## config.mk

```make
export PLATFORM = sky130hd
export DESIGN_NAME = wave_timer
export DESIGN_NICKNAME = d
export VERILOG_FILES = /design/src/rtl/wt_pkg.sv /design/src/rtl/wt_mode_lut.sv /design/src/rtl/wt_top_sel.sv /design/src/rtl/wt_counter.sv /design/src/rtl/wt_pwm.sv /design/src/rtl/wave_timer.sv
export SDC_FILE = /design/constraint.sdc
export NUM_CORES = 1
export LEC_CHECK = 0
export ABC_AREA = 1
export ABC_CLOCK_PERIOD_IN_PS = 5350
export BUFFER_PORTS_ARGS = -buffer_cell sky130_fd_sc_hd__buf_2
export CORE_ASPECT_RATIO = 1.25
export CORE_MARGIN = 4
export CORE_UTILIZATION = 40
export CTS_CLUSTER_DIAMETER = 150
export DETAILED_ROUTE_END_ITERATION = 10
export SLEW_MARGIN = 10
export SYNTH_ARGS = -nofsm -noshare
export SYNTH_HDL_FRONTEND = slang
export SYNTH_SLANG_ARGS = --single-unit
```

## constraint.sdc

```tcl
create_clock -name clk_i -period 5.35 [get_ports clk_i]
set_clock_uncertainty 0.15 [all_clocks]
set_input_delay 1.07 -clock clk_i [delete_from_list [all_inputs] [get_ports clk_i]]
set_output_delay 1.07 -clock clk_i [all_outputs]
set_load 0.01 [all_outputs]
```

## src/rtl/wt_pkg.sv

```systemverilog
package wt_pkg;
  localparam int MODE_W = 4;

  typedef enum logic [1:0] {TS_MAX, TS_FIX, TS_CMP, TS_CAP} top_src_e;
  typedef enum logic [1:0] {EV_NOW, EV_TOP, EV_BOT, EV_MAX} ev_e;
  typedef enum logic [1:0] {PW_OFF, PW_FAST, PW_DUAL} pwm_e;

  typedef struct packed {
    top_src_e   top_src;
    logic [1:0] fix_sel;
    logic       dual;
    ev_e        upd;
    ev_e        flg;
    pwm_e       pwm;
    logic       hold;
  } mode_cfg_t;
endpackage

```

## src/rtl/wt_mode_lut.sv

```systemverilog
module wt_mode_lut
  import wt_pkg::*;
(
  input  logic [MODE_W-1:0] mode_i,
  output mode_cfg_t         cfg_o
);
  always_comb begin
    cfg_o.top_src = TS_MAX;
    cfg_o.fix_sel = mode_i[1:0] - 2'd1;
    cfg_o.dual    = 1'b0;
    cfg_o.upd     = EV_NOW;
    cfg_o.flg     = EV_MAX;
    cfg_o.pwm     = PW_OFF;
    cfg_o.hold    = 1'b0;
    case (mode_i)
      4'd0: ;
      4'd1, 4'd2, 4'd3: begin
        cfg_o.top_src = TS_FIX; cfg_o.dual = 1'b1;
        cfg_o.upd = EV_TOP; cfg_o.flg = EV_BOT; cfg_o.pwm = PW_DUAL;
      end
      4'd4: cfg_o.top_src = TS_CMP;
      4'd5, 4'd6, 4'd7: begin
        cfg_o.top_src = TS_FIX;
        cfg_o.upd = EV_BOT; cfg_o.flg = EV_TOP; cfg_o.pwm = PW_FAST;
      end
      4'd8, 4'd9: begin
        cfg_o.top_src = mode_i[0] ? TS_CMP : TS_CAP; cfg_o.dual = 1'b1;
        cfg_o.upd = EV_BOT; cfg_o.flg = EV_BOT; cfg_o.pwm = PW_DUAL;
      end
      4'd10, 4'd11: begin
        cfg_o.top_src = mode_i[0] ? TS_CMP : TS_CAP; cfg_o.dual = 1'b1;
        cfg_o.upd = EV_TOP; cfg_o.flg = EV_BOT; cfg_o.pwm = PW_DUAL;
      end
      4'd12: cfg_o.top_src = TS_CAP;
      4'd13: cfg_o.hold = 1'b1;
      default: begin
        cfg_o.top_src = mode_i[0] ? TS_CMP : TS_CAP;
        cfg_o.upd = EV_BOT; cfg_o.flg = EV_TOP; cfg_o.pwm = PW_FAST;
      end
    endcase
  end
endmodule

```

## src/rtl/wt_top_sel.sv

```systemverilog
module wt_top_sel
  import wt_pkg::*;
#(
  parameter int W        = 16,
  parameter int FIX_BASE = 8,
  parameter int FIX_N    = 3
) (
  input  top_src_e     src_i,
  input  logic [1:0]   fix_sel_i,
  input  logic [W-1:0] cmp_i,
  input  logic [W-1:0] cap_i,
  output logic [W-1:0] top_o
);
  logic [W-1:0] fix_tab [FIX_N];

  for (genvar g = 0; g < FIX_N; g++) begin : g_fix
    assign fix_tab[g] = W'((64'd1 << (FIX_BASE + g)) - 64'd1);
  end

  logic [W-1:0] fix_val;
  always_comb begin
    fix_val = '1;
    for (int k = 0; k < FIX_N; k++)
      if (int'(fix_sel_i) == k) fix_val = fix_tab[k];
  end

  always_comb begin
    case (src_i)
      TS_FIX:  top_o = fix_val;
      TS_CMP:  top_o = cmp_i;
      TS_CAP:  top_o = cap_i;
      default: top_o = '1;
    endcase
  end
endmodule

```

## src/rtl/wt_counter.sv

```systemverilog
module wt_counter #(
  parameter int W = 16
) (
  input  logic         clk_i,
  input  logic         rst_ni,
  input  logic         en_i,
  input  logic         hold_i,
  input  logic         dual_i,
  input  logic [W-1:0] top_i,
  output logic [W-1:0] cnt_o,
  output logic         up_o
);
  logic [W-1:0] cnt_q;
  logic         up_q;

  always_ff @(posedge clk_i or negedge rst_ni) begin
    if (!rst_ni) begin
      cnt_q <= '0;
      up_q  <= 1'b1;
    end else if (en_i && !hold_i) begin
      if (!dual_i) begin
        up_q  <= 1'b1;
        cnt_q <= (cnt_q == top_i) ? '0 : cnt_q + 1'b1;
      end else if (up_q) begin
        if (cnt_q >= top_i) begin
          up_q  <= 1'b0;
          cnt_q <= (cnt_q == '0) ? '0 : cnt_q - 1'b1;
        end else begin
          cnt_q <= cnt_q + 1'b1;
        end
      end else if (cnt_q == '0) begin
        up_q  <= 1'b1;
        cnt_q <= W'(1);
      end else begin
        cnt_q <= cnt_q - 1'b1;
      end
    end
  end

  assign cnt_o = cnt_q;
  assign up_o  = up_q;

  assert_hold_R2: assert property (@(posedge clk_i) disable iff (!rst_ni)
    !en_i |=> $stable(cnt_q) && $stable(up_q));
  assert_wrap_R3: assert property (@(posedge clk_i) disable iff (!rst_ni)
    en_i && !hold_i && !dual_i && cnt_q == top_i |=> cnt_q == '0);
  assert_turn_R4: assert property (@(posedge clk_i) disable iff (!rst_ni)
    en_i && !hold_i && dual_i && up_q && cnt_q == top_i && top_i != '0 |=> !up_q);
endmodule

```

## src/rtl/wt_pwm.sv

```systemverilog
module wt_pwm
  import wt_pkg::*;
#(
  parameter int W = 16
) (
  input  logic         clk_i,
  input  logic         rst_ni,
  input  logic         step_i,
  input  pwm_e         kind_i,
  input  logic [W-1:0] cnt_i,
  input  logic         up_i,
  input  logic [W-1:0] top_i,
  input  logic [W-1:0] cmp_i,
  output logic         pwm_o
);
  logic pwm_q;

  always_ff @(posedge clk_i or negedge rst_ni) begin
    if (!rst_ni) begin
      pwm_q <= 1'b0;
    end else if (step_i) begin
      case (kind_i)
        PW_FAST: begin
          if (cnt_i == top_i)      pwm_q <= 1'b1;
          else if (cnt_i == cmp_i) pwm_q <= 1'b0;
        end
        PW_DUAL: if (cnt_i == cmp_i) pwm_q <= ~up_i;
        default: ;
      endcase
    end
  end

  assign pwm_o = pwm_q;

  assert_fast_set_R11: assert property (@(posedge clk_i) disable iff (!rst_ni)
    step_i && kind_i == PW_FAST && cnt_i == top_i |=> pwm_q);
  assert_dual_clr_R12: assert property (@(posedge clk_i) disable iff (!rst_ni)
    step_i && kind_i == PW_DUAL && cnt_i == cmp_i && up_i |=> !pwm_q);
  assert_off_hold_R12: assert property (@(posedge clk_i) disable iff (!rst_ni)
    kind_i == PW_OFF |=> $stable(pwm_q));
endmodule

```

## src/rtl/wave_timer.sv

```systemverilog
module wave_timer
  import wt_pkg::*;
#(
  parameter int W        = 16,
  parameter int FIX_BASE = 8,
  parameter int FIX_N    = 3
) (
  input  logic              clk_i,
  input  logic              rst_ni,
  input  logic              cnt_en_i,
  input  logic              mode_we_i,
  input  logic [MODE_W-1:0] mode_i,
  input  logic              cmpa_we_i,
  input  logic [W-1:0]      cmpa_i,
  input  logic              cap_we_i,
  input  logic [W-1:0]      cap_i,
  input  logic              ovf_clr_i,
  output logic [W-1:0]      cnt_o,
  output logic [W-1:0]      cmpa_o,
  output logic              pwm_o,
  output logic              ovf_o
);
  logic [MODE_W-1:0] mode_q;
  logic [W-1:0]      shadow_q, cmp_q, cap_q, top, cnt;
  logic              ovf_q, up, step, hit_top, hit_bot, hit_max, upd_ev, flg_ev;
  mode_cfg_t         cfg;

  wt_mode_lut u_lut (.mode_i(mode_q), .cfg_o(cfg));

  wt_top_sel #(.W(W), .FIX_BASE(FIX_BASE), .FIX_N(FIX_N)) u_top (
    .src_i(cfg.top_src), .fix_sel_i(cfg.fix_sel),
    .cmp_i(cmp_q), .cap_i(cap_q), .top_o(top)
  );

  wt_counter #(.W(W)) u_cnt (
    .clk_i(clk_i), .rst_ni(rst_ni), .en_i(cnt_en_i), .hold_i(cfg.hold),
    .dual_i(cfg.dual), .top_i(top), .cnt_o(cnt), .up_o(up)
  );

  assign step    = cnt_en_i & ~cfg.hold;
  assign hit_top = step & (cnt == top) & (~cfg.dual | up);
  assign hit_bot = step & cfg.dual & ~up & (cnt == '0);
  assign hit_max = step & ~cfg.dual & (cnt == '1);

  always_comb begin
    case (cfg.upd)
      EV_NOW:  upd_ev = cmpa_we_i;
      EV_TOP:  upd_ev = hit_top;
      EV_BOT:  upd_ev = cfg.dual ? hit_bot : hit_top;
      default: upd_ev = 1'b0;
    endcase
    case (cfg.flg)
      EV_MAX:  flg_ev = hit_max;
      EV_TOP:  flg_ev = hit_top;
      EV_BOT:  flg_ev = hit_bot;
      default: flg_ev = 1'b0;
    endcase
  end

  always_ff @(posedge clk_i or negedge rst_ni) begin
    if (!rst_ni) begin
      mode_q   <= '0;
      shadow_q <= '0;
      cmp_q    <= '0;
      cap_q    <= '0;
      ovf_q    <= 1'b0;
    end else begin
      if (mode_we_i) mode_q <= mode_i;
      if (cap_we_i)  cap_q  <= cap_i;
      if (cmpa_we_i) shadow_q <= cmpa_i;
      // a write landing on the update point goes straight through
      if (upd_ev)    cmp_q <= cmpa_we_i ? cmpa_i : shadow_q;
      // set wins over clear
      if (flg_ev)         ovf_q <= 1'b1;
      else if (ovf_clr_i) ovf_q <= 1'b0;
    end
  end

  wt_pwm #(.W(W)) u_pwm (
    .clk_i(clk_i), .rst_ni(rst_ni), .step_i(step), .kind_i(cfg.pwm),
    .cnt_i(cnt), .up_i(up), .top_i(top), .cmp_i(cmp_q), .pwm_o(pwm_o)
  );

  assign cnt_o  = cnt;
  assign cmpa_o = cmp_q;
  assign ovf_o  = ovf_q;

  assert_sticky_R10: assert property (@(posedge clk_i) disable iff (!rst_ni)
    ovf_q && !ovf_clr_i |=> ovf_q);
  assert_set_wins_R10: assert property (@(posedge clk_i) disable iff (!rst_ni)
    flg_ev |=> ovf_q);
  assert_cmp_still_R7: assert property (@(posedge clk_i) disable iff (!rst_ni)
    !upd_ev |=> $stable(cmp_q));
  assert_rsv_hold_R13: assert property (@(posedge clk_i) disable iff (!rst_ni)
    cfg.hold && !mode_we_i |=> $stable(cnt) && !$rose(ovf_q));
endmodule

```

After elaboration in Yosys (flattened, before gate mapping)
Cells that the tools add are included.
{ "word_totals": {"regBits": 71, "output_inout_bits": 34, "inputBits": 43} }
{ "classes": {"addsub": 3, "order_cmp": 1, "mux": 29, "bitwise_logic": 12, "reduce_logical": 15, "n_eq_ne": 30} }
{ "op_table": {"columns": ["op", "n"], "rows": [
  ["16-bit two-way mux", 10],
  ["16-bit one-hot mux with 3 select lines", 1],
  ["16-bit equality test", 2],
  ["4-bit equality test (second input constant)", 6],
  ["6-bit one-hot mux with 3 select lines", 1],
  ["16-bit by 1-bit adder with 16-bit output (second input constant)", 1],
  ["16-bit equality test (second input constant)", 1],
  ["2-bit equality test (second input constant)", 8],
  ["4-bit by 3-bit equality test with 1-bit output (second input constant)", 4],
  ["16-bit >= comparator", 1],
  ["16-bit zero test", 1],
  ["16-bit by 1-bit subtractor with 16-bit output (second input constant)", 1],
  ["1-bit two-way mux", 13],
  ["1-bit bitwise AND", 8],
  ["2-bit by 1-bit equality test with 1-bit output (second input constant)", 4],
  ["4-bit by 2-bit equality test with 1-bit output (second input constant)", 2],
  ["2-bit one-hot mux with 4 select lines", 1],
  ["7-bit OR reduction", 1],
  ["1-bit one-hot mux with 3 select lines", 2],
  ["6-bit OR reduction", 1],
  ["5-bit OR reduction", 1],
  ["4-bit by 1-bit equality test with 1-bit output (second input constant)", 1],
  ["2-bit zero test", 2],
  ["4-bit zero test", 1],
  ["other kinds (12)", 16]
]} }

Logic depth before layout (Yosys ltp)
{ "depth": {"word_depth": 11, "depth_mapped": 28, "mapped_depth_nobuf": 26} }

Cells and area by module
A second synthesis with hierarchy kept.
{ "hier_totals": {"hier_cells": 1026, "hier_area_um2": 6442.4} }
{ "modules_own_cells": {"columns": ["module", "n_inst", "area_per_inst_um2", "cells_per_inst", "seq_area_each_um2"], "rows": [
  ["wave_timer", 1, 2652.5, 299, 1326.3],
  ["wt_counter", 1, 2381.0, 400, 426.7],
  ["wt_pwm", 1, 733.2, 179, 25.0],
  ["wt_top_sel", 1, 459.2, 110, 0.0],
  ["wt_mode_lut", 1, 216.5, 38, 0.0]
]} }

Least setup slack after synthesis
No wires, ideal clock.
{ "synth_path": {"path_type": "flip-flop to flip-flop", "from": "register mode_q[0]", "to": "register u_cnt.cnt_q[15], in the netlist u_cnt.cnt_o[15]", "stages_incl_launch_ff": 24, "setup_slack_ns": 2.049, "n_path_buf": 2, "setup_time_ns": 0.117, "arrival_time_ns": 3.035, "period_less_slack_ns": 3.301, "path_cell_list": "dfrtp_1 > inv_1 > ha_1 > inv_1 > o21ai_0 > inv_2 > nand2_1 > o21ai_2 > nand2_2 > buf_6 > nor2_1 > nor3_1 > ha_1 > nand2_1 > nor2_2 > nand2_2 > o21ai_1 > nor2_2 > nand3_2 > buf_2 > nor2_1 > nor2_1 > nand2_1 > nand2_1"} }
{ "synth_between": {"elab_chain_len": 10, "elab_cells_between_ends": 40, "cone_classes": "1 x add/sub; 1 x order compare; 19 x eq/ne; 12 x mux; 7 x reduce/logical"} }
{ "synth_lines": {"columns": ["element", "line", "text"], "rows": [
  ["start: declaration", "wave_timer.sv:23", "logic [MODE_W-1:0] mode_q;"],
  ["start signal: assignment", "wave_timer.sv:68", "if (mode_we_i) mode_q <= mode_i;"],
  ["2-bit by 1-bit subtractor with 2-bit output", "wt_mode_lut.sv:9", "cfg_o.fix_sel = mode_i[1:0] - 2'd1;"],
  ["2-bit zero test", "wt_top_sel.sv:24", "if (int'(fix_sel_i) == k) fix_val = fix_tab[k];"],
  ["16-bit two-way mux (3 in series)", "wt_top_sel.sv:24", null],
  ["16-bit one-hot mux with 3 select lines", "wt_top_sel.sv:28", "case (src_i)"],
  ["16-bit >= comparator", "wt_counter.sv:25", "if (cnt_q >= top_i) begin"],
  ["16-bit two-way mux", "wt_counter.sv:25", null],
  ["16-bit two-way mux", "wt_counter.sv:24", "end else if (up_q) begin"],
  ["16-bit two-way mux", "wt_counter.sv:21", "if (!dual_i) begin"],
  ["end signal: assignment", "wt_counter.sv:23", "cnt_q <= (cnt_q == top_i) ? '0 : cnt_q + 1'b1;"],
  ["end signal: assignment", "wt_counter.sv:27", "cnt_q <= (cnt_q == '0) ? '0 : cnt_q - 1'b1;"],
  ["end signal: assignment", "wt_counter.sv:29", "cnt_q <= cnt_q + 1'b1;"],
  ["end: declaration", "wt_counter.sv:13", "logic [W-1:0] cnt_q;"]
]} }
Parallel ways exist; a longest one is shown, timed or not.
A chain may end at the register's enable or synchronous reset.

Final worst setup path
{ "layout_path": {"from": "register mode_q[0]", "to": "register u_cnt.cnt_q[5], in the netlist u_cnt.cnt_o[5]"} }
The elaborated chain is that of the path after synthesis.

==> results.sh <==
export IMPL_final_util_pct=46.3
export IMPL_crit_family="simple AND/OR/NAND/NOR gates"
export IMPL_fin_cells=916
export IMPL_dr_pass1_iters=7
export IMPL_synth_edf_count=0
export IMPL_critical_path_max_stage_delay_ns=0.41
export IMPL_synth_top_family_by_area="simple AND/OR/NAND/NOR gates"
export IMPL_ys_ff_latch=71
export IMPL_path_class="register to register"
export IMPL_ios=77
export IMPL_wl_per_cell_um=16.3
export IMPL_route_detailed_drc=0
export IMPL_worstHoldPathType="register to register"
export IMPL_worst_path_buf_inv=4
export IMPL_crit_path_end_kind="register"
export IMPL_worst_slack_ns=1.28
export IMPL_status="completed"
export IMPL_place_ws_ns=1.35
export IMPL_htreeDepth=3
export IMPL_diodes=0
export IMPL_tns_ns=0
export IMPL_initial_core_util_pct=40.7
export IMPL_die_w_um=109
export IMPL_antenna_found_initial=0
export IMPL_dieArea_um2=14700
export IMPL_die_h_um=135
export IMPL_yosys_area_share_xor_xnor_pct=4.10
export IMPL_coreArea_um2=12600
export IMPL_cts_reportedPaths_clkPinSlew_ns=0.06
export IMPL_synth_area_per_cell_um2=7.49
export IMPL_power_density_nw_per_um2=493
export IMPL_cts_resized=0
export IMPL_post_route_min_period_ns=4.07
export IMPL_fin_area_um2=5830
export IMPL_gp_congestion=0.925
export IMPL_num_vias=4816
export IMPL_netlist_cell_type_count=46
export IMPL_grt_pass1_vias=4713
export IMPL_port_buffers=76
export IMPL_crit_required_ns=5.48
export IMPL_cts_root_buf="clkbuf_16"
export IMPL_cts_buffers=9
export IMPL_cts_buffer_depth=2
export IMPL_synthAdderAreaFrac_pct=6.09
export IMPL_slew_violations=0
export IMPL_postPlaceCellArea_um2=5530
export IMPL_pwr_share_comb_pct=45.7
export IMPL_intPower_mw=1.53
export IMPL_switching_share_pct=46.8
export IMPL_hold_viol_final=0
export IMPL_hp_start="shadow_q[0]"
export IMPL_r2r_start="mode_q[0]"
export IMPL_synth_compound_area_share_pct=8.85
export IMPL_peakVddDrop_mv=0.213
export IMPL_clock_fmax_ghz=0.245
export IMPL_synthFlopType="dfrtp_1"
export IMPL_nNetsFinal=811
export IMPL_holdWs_ns=0.352
export IMPL_critPathMaxFanout=14
export IMPL_grt_pass1_wl_um=23800
export IMPL_synth_area_um2=5130
export IMPL_startpoint="mode_q[0]"
export IMPL_worst_pin_slew_ns=0.908
export IMPL_grt_max_degree=60
export IMPL_rsz0062_at_grt="false"
export IMPL_cp_arrival_ns=4.20
export IMPL_synthSimpleGateAreaFrac_pct=32.6
export IMPL_drv_cap=0
export IMPL_synth_net_count=753
export IMPL_gr_total_overflow=0
export IMPL_drtAntennaViolNets=0
export IMPL_crit_path_start_kind="register"
export IMPL_grt_use_total_pct=20.8
export IMPL_synthMuxAreaShare_pct=5.27
export IMPL_dp_cells=900
export IMPL_hold_buffers=0
export IMPL_ys_seq_area_share_pct=34.6
export IMPL_power_mw=2.88
export IMPL_wl_um=14900
export IMPL_synth_warnings=0
export IMPL_syn_inst=685
export IMPL_cts_sinks=71
export IMPL_viasPerCell=5.26
export IMPL_placementRows=46
export IMPL_crit_top_cell="nand2_1"
export IMPL_drive_above_1_share_pct=20.1
export IMPL_pwr_share_clk_pct=21.7
export IMPL_crit_slowest_cell="dfrtp_1"
export IMPL_setup_viol=0
export IMPL_drtIter0Drc=259
export IMPL_p_leak_nw=2.93
export IMPL_syn2layout_area_growth_pct=13.7
export IMPL_p_sw_mw=1.35
export IMPL_post_cts_setup_buffer_count=0
export IMPL_slew_headroom_pct=39.3
export IMPL_worstPathCellList="inv_1 > ha_1 > inv_1 > o21ai_0 > inv_2 > nand2_1 > o21ai_2 > nand2_2 > nor2_1 > nor3_1 > ha_1 > nand2_1 > nor2_2 > nand2_2 > o21ai_1 > nor2_2 > nand3_2 > inv_2 > nand2_2 > nand2_1 > nand2_1 > nand2_1"
export IMPL_async_flop_share_pct=100
export IMPL_p_seq_share_pct=32.6
export IMPL_hpwl_um=11400
export IMPL_clk_latency_ns=0.34
export IMPL_period_share_pct=76.2
export IMPL_tritoncts="yes"
-- cell usage in the layout, fill, tap and decap left out, drive strengths merged, types with 6 or more instances in the layout --
master | Yosys | routed
clkbuf | 8 | 9
mux2 | 24 | 24
o22ai | 9 | 9
dfrtp | 70 | 70
nand3 | 44 | 44
or2 | 6 | 6
a21oi | 30 | 30
buf | 22 | 77
o21ai | 27 | 27
xor2 | 17 | 17
inv | 61 | 64
nand4 | 33 | 33
xnor2 | 7 | 7
nor3 | 11 | 11
nor2 | 87 | 87
ha | 25 | 25
nand2 | 189 | 189
-- cell families (layout without fill, tap and decap cells) --
family          count (synthesis)  in the layout
xor+xnor                       24             24
buf+inv                        91            154
flops                          71             71
fa+ha+maj                      25             25
simple gates                  372            372
compound gates                 78             78
mux                            24             24
-- worst reg2reg max path: stages, from the launching register on --
cell     delay, ns
dfrtp_1       0.41
inv_1         0.20
ha_1          0.23
inv_1         0.08
o21ai_0       0.20
inv_2         0.11
nand2_1       0.09
o21ai_2       0.11
nand2_2       0.26
nor2_1        0.07
nor3_1        0.27
ha_1          0.30
nand2_1       0.10
nor2_2        0.05
nand2_2       0.09
o21ai_1       0.09
nor2_2        0.29
nand3_2       0.33
inv_2         0.23
nand2_2       0.14
nand2_1       0.11
nand2_1       0.05
nand2_1       0.06
-- power groups by stage --
stage	registers, mW	logic (mW)	clock network, mW
finish	0.938	1.31	0.624
floorplan	0.827	1.03	0
global placement	0.947	1.28	0
detailed placement	0.948	1.30	0
global route	0.964	1.48	0.664
CTS	0.937	1.31	0.639
-- cell usage after synthesis (8+ instances only) --
| cell | n | area share (%) |
|---|---|---|
| buf_6 | 8 | 1.8 |
| buf_2 | 11 | 1.1 |
| inv_1 | 58 | 4.2 |
| nand4_1 | 33 | 4.0 |
| nand2_1 | 182 | 13 |
| mux2_2 | 24 | 5.3 |
| nand3_1 | 40 | 3.9 |
| xor2_1 | 17 | 2.9 |
| a21oi_1 | 29 | 2.8 |
| nor3_1 | 10 | 0.98 |
| ha_1 | 25 | 6.1 |
| dfrtp_1 | 70 | 34 |
| nor2_1 | 78 | 5.7 |
| o21ai_0 | 21 | 2.0 |
| o22ai_1 | 9 | 1.1 |
-- area by class of cell --
class                           instances  area, um2
Clock inverter                          7       80.1
Sequential cell                        71       1780
Clock buffer                            9        225
Multi-Input combinational cell        523       2920
Tap cell                              168        210
Inverter                               61        229
Fill cell                            1291       6770
Timing Repair Buffer                   77        388
-- registers in the layout, indices dropped and copies added (netlist names) --
name         cells
cap_q           16
cmpa_o          16
shadow_q        16
u_cnt.cnt_o     16
mode_q           4
ovf_o            1
u_cnt.up_o       1
u_pwm.pwm_o      1
-- routing by layer --
| metal | up-vias | GRT usage [%] | part of all wire [%] |
|---|---|---|---|
| met4 | 0 | 8.45 | 2.6 |
| met5 | - | 0 | 0 |
| met2 | 140 | 36.2 | 52 |
| met3 | 32 | 3.63 | 4.8 |
| met1 | 2273 | 25.2 | 41 |
| li1 | 2371 | - | - |
-- final timing paths --
check                                  endpoint  slack, ns  depth (start not counted)
worst max-delay path             u_cnt.cnt_o[5]       1.28                         22
worst min-delay path                shadow_q[0]       0.35                          1
worst max register to register   u_cnt.cnt_o[5]       1.28                         22
worst min register to register      shadow_q[0]       0.35                          1
max in group asynchronous             cmpa_o[3]       3.50                          2
min in group asynchronous       u_cnt.cnt_o[15]       0.49                          1
Note: power is estimated with default switching activity, not from simulation.
